`config.mk`:
```
export PLATFORM = sky130hd
export DESIGN_NAME = intr_present_unit
export DESIGN_NICKNAME = d
export VERILOG_FILES = /design/src/rtl/intr_present_unit.sv
export SDC_FILE = /design/constraint.sdc
export NUM_CORES = 1
export LEC_CHECK = 0
export ABC_AREA = 1
export BUFFER_PORTS_ARGS = -buffer_cell sky130_fd_sc_hd__buf_2
export CAP_MARGIN = 20
export CORE_MARGIN = 2
export CORE_UTILIZATION = 50
export DETAILED_ROUTE_END_ITERATION = 8
export GPL_TIMING_DRIVEN = 0
export PLACE_DENSITY = 0.78
export SYNTH_ARGS = -nofsm -noshare
export SYNTH_HDL_FRONTEND = slang
export SYNTH_SLANG_ARGS = --single-unit
```
`constraint.sdc`:
```
create_clock -name clk -period 9.05 [get_ports clk]
set_clock_uncertainty 0.2 [all_clocks]
set_input_delay 1.81 -clock clk [delete_from_list [all_inputs] [get_ports clk]]
set_output_delay 1.81 -clock clk [all_outputs]
set_load 0.1 [all_outputs]
```
`src/rtl/intr_present_unit.sv`:
```
module intr_present_unit #(
  parameter int SRC_W   = 24,
  parameter int PRIO_W  = 8,
  parameter int OWN_W   = 4,
  parameter int IPI_SRC = 2
) (
  input  logic                    clk,
  input  logic                    rst_n,
  input  logic                    req_valid,
  output logic                    req_ready,
  input  logic [SRC_W-1:0]        req_src,
  input  logic [PRIO_W-1:0]       req_prio,
  input  logic [OWN_W-1:0]        req_owner,
  input  logic                    reg_valid,
  output logic                    reg_ready,
  input  logic [2:0]              reg_op,
  input  logic [SRC_W+PRIO_W-1:0] reg_wdata,
  output logic [SRC_W+PRIO_W-1:0] rd_data,
  output logic [PRIO_W-1:0]       rd_ipi,
  output logic                    irq,
  output logic                    rej_valid,
  output logic [SRC_W-1:0]        rej_src,
  output logic [OWN_W-1:0]        rej_owner,
  output logic                    eoi_valid,
  output logic [SRC_W-1:0]        eoi_src,
  output logic                    resend_valid
);
  localparam int XW = SRC_W + PRIO_W;
  localparam logic [PRIO_W-1:0] LEAST = '1;
  localparam logic [SRC_W-1:0]  IPI_NUM = SRC_W'(IPI_SRC);
  localparam logic [2:0] OP_TAKE = 3'd0, OP_POLL = 3'd1, OP_PRIO = 3'd2,
                         OP_IPI = 3'd3, OP_EOS = 3'd4;

  logic [PRIO_W-1:0] cur_p, pend_p, ipi_p;
  logic [SRC_W-1:0]  pend_s;
  logic [OWN_W-1:0]  own;
  logic              own_v;

  logic [PRIO_W-1:0] n_cur_p, n_pend_p, n_ipi_p, chk_p;
  logic [SRC_W-1:0]  n_pend_s, n_rej_s, n_eoi_s;
  logic [OWN_W-1:0]  n_own, n_rej_o;
  logic              n_own_v, n_irq, n_rej, n_eoi, n_rs, do_rs, do_ipi;
  logic [PRIO_W-1:0] wp;
  logic              busy;

  assign reg_ready = 1'b1;
  assign req_ready = ~reg_valid;
  assign rd_data   = {cur_p, pend_s};
  assign rd_ipi    = ipi_p;
  assign wp        = reg_wdata[PRIO_W-1:0];
  assign busy      = pend_s != '0;

  always_comb begin
    n_cur_p  = cur_p;
    n_pend_p = pend_p;
    n_ipi_p  = ipi_p;
    n_pend_s = pend_s;
    n_own    = own;
    n_own_v  = own_v;
    n_irq    = irq;
    n_rej    = 1'b0;
    n_rej_s  = pend_s;
    n_rej_o  = own;
    n_eoi    = 1'b0;
    n_eoi_s  = '0;
    n_rs     = 1'b0;
    do_rs    = 1'b0;
    do_ipi   = 1'b0;
    chk_p    = ipi_p;
    if (reg_valid) begin
      case (reg_op)
        OP_TAKE: begin
          n_irq    = 1'b0;
          n_cur_p  = pend_p;
          n_pend_s = '0;
          n_pend_p = LEAST;
          n_own_v  = 1'b0;
        end
        OP_PRIO: begin
          n_cur_p = wp;
          if (wp < cur_p) begin
            if (busy && wp <= pend_p) begin
              n_pend_s = '0;
              n_pend_p = LEAST;
              n_irq    = 1'b0;
              n_rej    = own_v;
              n_own_v  = 1'b0;
            end
          end else if (!busy) begin
            do_rs = 1'b1;
          end
        end
        OP_IPI: begin
          n_ipi_p = wp;
          if (wp < cur_p) begin
            do_ipi = 1'b1;
            chk_p  = wp;
          end
        end
        OP_EOS: begin
          n_cur_p = reg_wdata[XW-1:SRC_W];
          n_eoi   = 1'b1;
          n_eoi_s = reg_wdata[SRC_W-1:0];
          if (!busy) do_rs = 1'b1;
        end
        default: ;
      endcase
    end else if (req_valid) begin
      if (req_prio >= cur_p || (busy && pend_p <= req_prio)) begin
        n_rej   = 1'b1;
        n_rej_s = req_src;
        n_rej_o = req_owner;
      end else begin
        n_rej    = busy && own_v;
        n_pend_s = req_src;
        n_pend_p = req_prio;
        n_own    = req_owner;
        n_own_v  = 1'b1;
        n_irq    = 1'b1;
      end
    end
    if (do_rs) begin
      n_rs = 1'b1;
      if (ipi_p < n_cur_p) begin
        do_ipi = 1'b1;
        chk_p  = ipi_p;
      end
    end
    if (do_ipi && !(busy && pend_p <= chk_p)) begin
      n_rej    = busy && own_v;
      n_pend_s = IPI_NUM;
      n_pend_p = chk_p;
      n_own_v  = 1'b0;
      n_irq    = 1'b1;
    end
  end

  always_ff @(posedge clk) begin
    if (!rst_n) begin
      cur_p        <= '0;
      pend_s       <= '0;
      pend_p       <= LEAST;
      ipi_p        <= LEAST;
      own          <= '0;
      own_v        <= 1'b0;
      irq          <= 1'b0;
      rej_valid    <= 1'b0;
      rej_src      <= '0;
      rej_owner    <= '0;
      eoi_valid    <= 1'b0;
      eoi_src      <= '0;
      resend_valid <= 1'b0;
    end else begin
      cur_p        <= n_cur_p;
      pend_s       <= n_pend_s;
      pend_p       <= n_pend_p;
      ipi_p        <= n_ipi_p;
      own          <= n_own;
      own_v        <= n_own_v;
      irq          <= n_irq;
      rej_valid    <= n_rej;
      rej_src      <= n_rej_s;
      rej_owner    <= n_rej_o;
      eoi_valid    <= n_eoi;
      eoi_src      <= n_eoi_s;
      resend_valid <= n_rs;
    end
  end
endmodule

```
==> results.md, run 1 <==
* Final Hold Vio Count at 0
* CTS tree: built
* Post-synth EDFFs at 0
* Die X at around 110 µm
* Count leader, synth: nor2_1
* Synth Flop Type: dfxtp_1
* Slew HR at 62.35%
* Setup violations, final at 0
* Initial antenna violation count at 0
* Syn nets at 800
* DRC viols at 0
* Yosys top cell area share at 40.23%
* Grt total ovfl at 0
* Clock sink count at about 110
* Largest net degree at the start of global routing at 21
* IO Pins at approximately 170
* Routed vias at around 5100
* Antenna cells at 0
* GR Util All Layers at approximately 24%
* Netlist cell types at 42
* CP arrival at between 4 and 5 ns
* Hold_buf cts at 0
* DR iter-0 viols at approximately 330
* Global-route wire length before repair at ~23 mm
* Share of cells above drive strength 1 at 28.55%
* DRT Wirelength at about 14 mm
* Post-Synthesis Cells at around 680
* Hold WC Path Type: reg2reg
* Synthesized flop and latch total at between 100 and 150
* Max-cap violations at 0
* Die area at between 10000 and 15000 µm²
* Ys Warns at 0
* IO buf count at 170
* Final worst slack at between 4 and 5 ns
* Last weighted congestion value of the routability-driven placer at around 0.95
* RSZ-0062 raised after global routing: false
* Die height at around 110 µm
* Avg Cell Area, Syn at between 7 and 8 µm²
* RR Endpoint: pend_p[0]$_SDFFE_PN1P_
* Worst R2R Setup Slack at ~5.4 ns
* Pre-antenna DRT Iters at 5
* Hold Path Sink: own[3]$_SDFFE_PN0P_
* Worst Setup End Kind: flip-flop
* Clk root buf: clkbuf_8
* # fillers at between 1000 and 1500
* Asr flop ratio synth at 0%
* Worst Tran Pin Value at ~0.56 ns
* Fin nets at between 900 and 1000
* Row count at 38
* CTS Buf Count at 9
* R2r worst-path depth at 21
* CTS resizes at 0
* Core Region at approximately 11000 µm²
* Setup TNS at 0 ns
* Max Clk Rate at roughly 210 MHz
* Synth top area cells: dfxtp_1 (40%), ha_1 (11%), nor2_1 (7.7%), nand2_1 (6.1%), inv_1 (4.9%)
* Largest fanout on the critical path at 10
* Reg-to-Reg Start: cur_p[1]$_SDFF_PN0_
* Hold path startpoint: own[3]$_SDFFE_PN0P_
* Vias in the first global route at ~4800
* PwrDens at 191.0 nW/µm²
* Vias/cell at 5.114
* WL/cell at 14.11 µm
* Dominant cell type by area after synthesis: dfxtp_1
* CTS H-tree depth at 3
* Post-Syn Area at around 5400 µm²
* Worst EP required at roughly 9 ns
* Pre-CTS WS at between 3 and 4 ns
* Status: complete, no violations
* Initial Util at between 50% and 60%
* Period minus WS final at ~4.8 ns
* Clock Path Buffers at 2
* Sequential-to-total area share from yosys stat at between 40% and 50%
* VDD IR max at a little under 0.1 mV
* Worst setup SP type: input pin
* P_leak at ~0.0034 µW
* Fin crit share at a little over half
* Clock transition at path regs at 0.11 ns
* Area Overhead vs Synth at 22.72%
* Hold Path Stages at 2
* Pins Over Slew Limit at 0
* Routed Antenna Nets at 0
* Number of setup buffers added after CTS at 0
* Skew-Pair Late Insertion Delay at approximately 0.38 ns
* Synth top cells by count: nor2_1 (111), dfxtp_1 (109), nand2_1 (88), inv_1 (71), ha_1 (46)
* Post-DP HPWL at between 10 and 15 mm
* Kind of critical path: in2reg
## final cells by class
class                   instances  area, µm²  share of cell area (%)
clock inverters                 6      68.82                   1.034
flip-flops and latches        109       2182                   32.78
inverters                      77      294.0                   4.417
well taps                     140      175.2                   2.632
clock buffers                  10      137.6                   2.068
repair buffers                170      850.8                   12.78
plain buffers                  28      175.2                   2.632
multi-input cells             465       2773                   41.65
## registers in the layout (all words and copies together) (netlist names), 4 cells and up
| register | count |
|---|---|
| rd_ipi | 8 |
| pend_p | 8 |
| rej_src | 24 |
| cur_p | 8 |
| rej_owner | 4 |
| pend_s | 24 |
| own | 4 |
| eoi_src | 24 |
## placed cells by master (no fill, tap or decap), types with 2 or more instances in the layout
| cell type | synthesis | routed |
|---|---|---|
| buf_4 | 2 | 2 |
| o21a_1 | 4 | 4 |
| clkbuf_8 | 0 | 10 |
| buf_2 | 5 | 175 |
| inv_2 | 4 | 4 |
| nor4_1 | 6 | 6 |
| o21ai_0 | 45 | 45 |
| a22oi_2 | 16 | 16 |
| clkinv_4 | 1 | 2 |
| nand2_2 | 5 | 5 |
| clkbuf_1 | 12 | 12 |
| nor2_2 | 10 | 10 |
| ha_1 | 46 | 46 |
| nand2_1 | 88 | 88 |
| nor2_1 | 111 | 111 |
| buf_6 | 7 | 7 |
| nand2_4 | 4 | 4 |
| nand4_1 | 6 | 6 |
| a21oi_1 | 30 | 30 |
| dfxtp_1 | 109 | 109 |
| a22oi_1 | 7 | 7 |
| nand3_1 | 38 | 38 |
| o21ai_1 | 2 | 2 |
| and2_1 | 2 | 2 |
| mux2i_1 | 7 | 7 |
| o211ai_1 | 16 | 16 |
| nor3_1 | 2 | 2 |
| clkinv_8 | 0 | 2 |
| inv_1 | 71 | 71 |
| o22ai_1 | 9 | 9 |
## cells by family after synthesis
group | Yosys count | synth area share [%]
other | 1 | 0.06914
adders and majority gates | 46 | 10.61
AOI/OAI and AO/OA | 136 | 16.79
buffers and inverters | 105 | 8.650
and+or+nand+nor | 275 | 22.35
muxes | 7 | 1.292
DFF | 109 | 40.23
## critical path, cell delays in order
cell and delay (ns):
buf_2 0.13, ha_1 0.30, nand2_1 0.07, o21a_1 0.23, nand4_1 0.09, buf_2 0.28, mux2i_1 0.31, ha_1 0.30
a21oi_1 0.17, o21a_1 0.14, o221ai_1 0.09, o21ai_0 0.12, nand2_1 0.26, nand2_4 0.18, buf_6 0.15, nand2_1 0.06
nand2_1 0.06, nand3_1 0.06
## metal layers
| metal | GRT usage [%] | up-vias | part of all wire (%) |
|---|---|---|---|
| met2 | 38.81 | 197 | 45 |
| met3 | 5.365 | 27 | 7.1 |
| met5 | 0 | - | 0 |
| met4 | 7.326 | 0 | 2.2 |
| li1 | - | 2627 | - |
| met1 | 33.38 | 2289 | 46 |
## through the flow
step	hold WS, ns	total power, µW	cells	utilization (%)	area (µm²)
floorplan	0.2298	878.6	679	-	5424
global placement	0.2475	967.2	989	60.29	6450
detailed placement	0.2521	972.5	989	60.29	6450
CTS	0.2679	1273	1005	62.22	6656
global route	0.2970	1333	1005	62.22	6656
finish	0.2670	1272	1005	62.22	6656
## where the power goes
| group | internal, µW | switching [µW] | leakage (µW) | total, µW |
|---|---|---|---|---|
| registers | 508 | 21.4 | 0.000887 | 529 |
| clock network | 116 | 191 | 0.000101 | 307 |
| logic | 115 | 321 | 0.00246 | 435 |
## how the worst max path moves through the flow
stage	startpoint	to	slack (ns)
final	reg_wdata[7]	pend_p[0]$_SDFFE_PN1P_	4.28
after global routing	reg_wdata[1]	pend_p[0]$_SDFFE_PN1P_	3.96
after CTS	reg_wdata[1]	pend_p[0]$_SDFFE_PN1P_	4.32
after detailed placement	reg_wdata[7]	pend_p[0]$_SDFFE_PN1P_	3.93
after global placement	reg_wdata[7]	pend_p[0]$_SDFFE_PN1P_	3.99
after floorplan	reg_valid	req_ready	4.38
Note: power is estimated with default switching activity, not from simulation.
==> run 2: changes to the inputs <==
ABC_AREA = 0   (was 1)
CORE_UTILIZATION = 46   (was 50)
PLACE_DENSITY = 0.75   (was 0.78)
clock period = 3.8 ns   (was 9.05 ns; I/O delays follow)
==> results.md, run 2 <==
* Area Overhead vs Synth at 32.83%
* Avg Cell Area, Syn at 9.089 µm²
* Synth Flop Type: dfxtp_1
* DR iter-0 viols at around 370
* Vias/cell at 5.560
* Dominant cell type by area after synthesis: dfxtp_1
* Worst Tran Pin Value at around 1.1 ns
* Commonest non-fill, non-tap cell in the layout: buf_2
* Initial Util at a little under half
* Count leader, synth: dfxtp_1
* CTS H-tree depth at 3
* Kind of critical path: in2reg
* Slew HR at ~28%
* Setup violations, final at 19
* Netlist cell types at 49
* Row count at 39
* CTS Buf Count at 9
* PwrDens at ~420 nW/µm²
* Grt total ovfl at 0
* Largest registers: eoi_src: 24 flops, pend_s: 24 flops, rej_src: 24 flops
* Ys Warns at 0
* RSZ-0062 raised after global routing: true
* DRC viols at 0
* Yosys top cell area share at around two fifths
* Hold_buf cts at 0
* Global-route wire length before repair at 25.73 mm
* Fin crit share at 101.0%
* Clk root buf: clkbuf_16
* Last weighted congestion value of the routability-driven placer at 0.9294
* P_leak at 0.003228 µW
* Largest net degree at the start of global routing at 19
* Post-synth EDFFs at 0
* Clock Path Buffers at 2
* Max-cap violations at 0
* IO Pins at about 170
* Post-DP HPWL at 12.28 mm
* Die height at between 100 and 150 µm
* Commonest cells after routing, fill and taps aside: buf_2 (176), dfxtp_1 (101), nand2_1 (57), ha_1 (42)
* Routed vias at ~5200
* VDD IR max at slightly below 0.3 mV
* Die area at 12640 µm²
* Synthesized flop and latch total at 109
* CTS tree: built
* Synth top area cells: dfxtp_1 (40%), ha_1 (11%), mux2i_1 (8.0%), a21oi_1 (5.0%), nor2b_1 (4.9%)
* Pins Over Slew Limit at 0
* Worst EP required at between 3 and 4 ns
* Worst setup SP type: input pin
* Die X at 112.4 µm
* Asr flop ratio synth at 0%
* Failing checks: negative setup slack
* Clock sink count at between 100 and 150
* Worst Setup End Kind: flip-flop
* Share of cells above drive strength 1 at 34.84%
* Pre-antenna DRT Iters at 5
* Hold WC Path Type: reg2reg
* Synth top cells by count: dfxtp_1 (109), nand2_1 (57), a21oi_1 (54), ha_1 (46), mux2i_1 (43)
* Status: complete, but fails checks
* CP arrival at roughly 3.9 ns
* Period minus WS final at approximately 3.8 ns
* DRT Wirelength at 16.38 mm
* Fin nets at ~900
* Post-Syn Area at about 5400 µm²
* Post-DP Area at roughly 6400 µm²
* GR Util All Layers at 25.56%
* Skew-Pair Late Insertion Delay at 0.36 ns
* Cell area after layout at roughly 7200 µm²
* Max Clk Rate at 260.6 MHz
* Initial antenna violation count at 0
* Largest fanout on the critical path at 5
* Clock transition at path regs at about 0.070 ns
* IO buf count at 170
* Routed Antenna Nets at 0
* WL/cell at 17.46 µm
* Post-Synthesis Cells at between 500 and 600
* Syn nets at slightly above 700
* Final Hold Vio Count at 0
* Antenna cells at 0
* Final worst slack at -0.03694 ns
* Total power at just over 3000 µW
* Worst R2R Setup Slack at -0.01 ns
* Vias in the first global route at 5143
* Sequential-to-total area share from yosys stat at between 40% and 50%
* Core Region at ~11000 µm²
[run 2: cell count changes in the layout (fill, tap and decap cells not counted), moves of 16 or more]
cell and change:
a22oi_2 -16, a21oi_2 +27, o21ai_0 -40, and2_1 +22, inv_1 -46, nor2b_1 +41, mux2i_1 +34, nand2_1 -31
nor2_1 -90
[run 2: path summary, 6_finish.rpt]
check / startpoint / to / depth (start not counted)
setup / recovery: reg_wdata[1] / pend_s[1]$_SDFFE_PN0P_ / 16
hold / removal: own[2]$_SDFFE_PN0P_ / own[2]$_SDFFE_PN0P_ / 2
setup reg to reg: cur_p[1]$_SDFF_PN0_ / pend_s[1]$_SDFFE_PN0P_ / 16
hold reg to reg: own[2]$_SDFFE_PN0P_ / own[2]$_SDFFE_PN0P_ / 2
[run 2: logic make-up (layout without fill, tap and decap cells)]
group,after synthesis,in the layout,synth area share (%)
buffers and inverters,59,258,4.650
AOI/OAI and AO/OA,117,118,14.51
muxes,44,44,8.167
and+or+nand+nor,219,219,21.61
other,1,1,0.06935
DFF,109,109,40.35
adders and majority gates,46,46,10.64
[run 2: layout make-up]
cell class	count	area, µm²
inverters	25	93.84
repair buffers	183	1032
fillers	973	4284
multi-input cells	428	3217
clock inverters	7	73.82
clock buffers	9	225.2
well taps	143	178.9
plain buffers	34	170.2
flip-flops and latches	109	2192
[run 2: where the power goes]
group          switching, µW  internal (µW)
logic                    606            253
registers               40.3           1190
clock network            437            516
total                   1080           1960
[run 2: per-stage QoR]
stage          setup WS [ns]  std cells  util, %  TNS [ns]  hold WS [ns]
3_3_place_gp         -0.6662        908    56.25    -21.58        0.2497
6_report            -0.03694        938    62.64   -0.1698        0.2624
5_1_grt             -0.07888        938    62.64    -1.478        0.2934
3_5_place_dp         -0.7470        908    56.25    -23.33        0.2567
2_1_floorplan        0.07242        595        -         0        0.2404
4_1_cts             -0.08268        935    61.10    -1.055        0.2663
[run 2: critical path, cell delays in order]
cell and delay [ns]:
buf_12 0.10, ha_4 0.21, a2111oi_4 0.51, o311ai_4 0.19
nor2_4 0.18, buf_12 0.15, mux2_2 0.36, ha_4 0.17
nor2b_1 0.10, o211ai_1 0.10, a21oi_2 0.18, o22ai_4 0.13
a21boi_2 0.40, buf_4 0.19, a211oi_1 0.04, a21boi_1 0.15
[run 2: timing repair]
item                                   4_1_cts  5_1_grt
cloned                                       3        1
endpoints found under the hold margin        0        0
setup endpoints to repair                   35       35
resized for setup                           31       42
pin swaps                                   17       18
setup buffers                                8        3
[run 2: metal layers]
metal / routed length (µm) / share of wire [%] / vias up / track usage (%)
met5: 0 / 0 / - / 0
met4: 442 / 2.7 / 0 / 9.431
met3: 1191 / 7.3 / 47 / 5.292
met2: 7635 / 47 / 223 / 42.13
met1: 7112 / 43 / 2434 / 33.24
li1: - / - / 2511 / -
==> run 3: changes to the inputs <==
CORE_MARGIN = unset   (was 2)
==> results.md, run 3 (synthesized netlist as in run 2, its figures left out) <==
* Die X at roughly 110 µm
* Clock transition at path regs at about 0.08 ns
* Setup violations, final at 0
* Commonest non-fill, non-tap cell in the layout: buf_2
* Vias/cell at approximately 5.6
* Multi-input gate area at around 3200 µm²
* Max stage delay on crit path at ~0.40 ns
* DRC viols at 0
* Routed vias at around 5300
* Worst-path cell chain: buf_12, ha_4, a2111oi_4, o311ai_4, nor2_4, mux2i_1, ha_1, nor2b_4, o211ai_1, a21oi_2, o22ai_2, buf_4, a21boi_2, a221oi_1, o211ai_1
* IO Pins at ~170
* Worst EP required at between 3 and 4 ns
* Most common cell on crit path: o211ai_1
* Seq. cell area at ~2200 µm²
* IO buf count at 170
* Hold WS at around 0.26 ns
* Vias in the first global route at 5019
* Share of cells above drive strength 1 at roughly a third
* CTS tree: built
* Status: complete, no violations
* Hold path startpoint: own[1]$_SDFFE_PN0P_
* Largest fanout on the critical path at 6
* Worst R2R Setup Slack at 0.09 ns
* CP max stage cell: a2111oi_4
* Die area at around 12000 µm²
* Crit path launch: reg_wdata[1]
* Switching share of power at a little over a third
* Net load switching power at about 1100 µW
* VDD IR max at between 0.3 and 0.4 mV
* Final worst slack at approximately 0.063 ns
* Hold_buf cts at 0
* Hold Path Sink: own[1]$_SDFFE_PN0P_
* P_leak at between 0.003 and 0.004 µW
* Commonest cells after routing, fill and taps aside: buf_2 (172), dfxtp_1 (101), nand2_1 (56), a21oi_1 (51), mux2i_1 (42)
* DRT Wirelength at around 16 mm
* Int Pwr at slightly below 2000 µW
* CTS H-tree depth at 3
* Fin nets at around 900
* Flop pwr share at between 40% and 50%
* Clock Path Buffers at 2
* Clk root buf: clkbuf_16
* Initial antenna violation count at 0
* Pre-antenna DRT Iters at 5
* RR Endpoint: pend_p[7]$_SDFFE_PN1P_
* Die height at around 110 µm
* Worst setup SP type: input pin
* Hold WC Path Type: reg2reg
* Worst Tran Pin Value at 0.9875 ns
* DR iter-0 viols at between 200 and 300
* Kind of critical path: in2reg
* CTS Buf Count at 9
* Post-DP HPWL at roughly 12 mm
* CP arrival at approximately 3.8 ns
* Skew-Pair Late Insertion Delay at 0.35 ns
* Largest registers: eoi_src: 24 flops, pend_s: 24 flops, rej_src: 24 flops
* Clk pwr share at about 31%
* Routed Antenna Nets at 0
* Area Overhead vs Synth at 32.30%
* Total power at approximately 3000 µW
* Hold Path Stages at 2
* Max-cap violations at 0
* Antenna cells at 0
* Fin crit share at between 90% and 100%
* Final Hold Vio Count at 0
* PwrDens at roughly 420 nW/µm²
* Initial Util at between 40% and 50%
* WL/cell at 17.31 µm
* Core Region at 11420 µm²
* Row count at 39
* # fillers at between 900 and 1000
* R2r worst-path depth at 15
* GR Util All Layers at a little over a quarter
* Largest net degree at the start of global routing at 17
* Global-route wire length before repair at ~26 mm
* Reg-to-Reg Start: cur_p[1]$_SDFF_PN0_
* Period minus WS final at between 3 and 4 ns
* Max Clk Rate at 267.6 MHz
* Clock sink count at between 100 and 150
* Last weighted congestion value of the routability-driven placer at just over 0.9
* Grt total ovfl at 0
* Pins Over Slew Limit at 0
* Slew HR at roughly 34%
* Pre-CTS WS at -0.6280 ns
* Combinational fraction of design power at between 20 and 30%
* Worst Setup End Kind: flip-flop
==> run 3: cell types whose count changed in the layout (fill, tap and decap cells not counted), moves of 3 or more <==
cell / previous run / this run
buf_4: 9 / 17
a221oi_2: 2 / 6
clkbuf_1: 15 / 19
a221oi_1: 6 / 2
a21oi_2: 28 / 5
buf_2: 176 / 172
a21oi_1: 28 / 51
buf_6: 7 / 4
==> run 3: worst max path at each step <==
| stage | cells past startpoint | end | slack [ns] |
|---|---|---|---|
| after floorplan | 14 | pend_p[7]$_SDFFE_PN1P_ | 0.07 |
| after global placement | 15 | pend_s[11]$_SDFFE_PP0P_ | -0.60 |
| after detailed placement | 15 | pend_s[8]$_SDFFE_PP0P_ | -0.63 |
| after CTS | 15 | pend_s[15]$_SDFFE_PP0P_ | 0.001 |
| after global routing | 15 | pend_s[7]$_SDFFE_PP0P_ | -0.009 |
| final | 15 | pend_p[7]$_SDFFE_PN1P_ | 0.06 |
==> run 3: power by group through the flow <==
stage               clock network [µW]  registers (µW)  logic, µW
floorplan                            0            1510        329
global placement                     0            1260        760
detailed placement                   0            1260        777
CTS                                949            1230        794
global route                      1000            1240        931
finish                             936            1230        869
==> run 3: layer usage <==
metal | share of wire [%] | global-route usage, % | up-vias
li1 | - | - | 2499
met1 | 43 | 34.51 | 2478
met2 | 46 | 42.48 | 256
met3 | 7.1 | 3.787 | 40
met4 | 3.4 | 12.89 | 0
met5 | 0 | 0 | -
==> run 3: critical path: cells and delay by family <==
kind	cells	cell delay, ns
AO/OA/AOI/OAI	8	1.65
adder cells (fa/ha/maj)	2	0.48
AND/OR/NAND/NOR	2	0.36
buffers and inverters	2	0.27
multiplexers	1	0.23
==> run 3: through the flow <==
| stage | util (%) | std cells | cell area [µm²] | setup TNS [ns] |
|---|---|---|---|---|
| after floorplan | - | 595 | 5420 | 0 |
| after global placement | 56.49 | 908 | 6450 | -19.57 |
| after detailed placement | 56.49 | 908 | 6450 | -20.06 |
| after CTS | 59.69 | 929 | 6815 | 0 |
| after global routing | 62.66 | 940 | 7154 | -0.04558 |
| final | 62.66 | 940 | 7154 | 0 |
==> run 3: layout make-up <==
class,count,share of cell area [%]
inverters,25,1.312
clock buffers,13,3.358
multi-input cells,428,44.51
well taps,143,2.501
plain buffers,34,2.536
clock inverters,3,0.6121
repair buffers,185,14.53
flip-flops and latches,109,30.64
==> run 3: what timing repair did <==
action / in CTS / in global routing
pin swaps: 6 / 19
buffers inserted: 5 / 9
cloned: 0 / 3
gates resized for setup: 8 / 56
endpoints found under the setup margin: 35 / 35
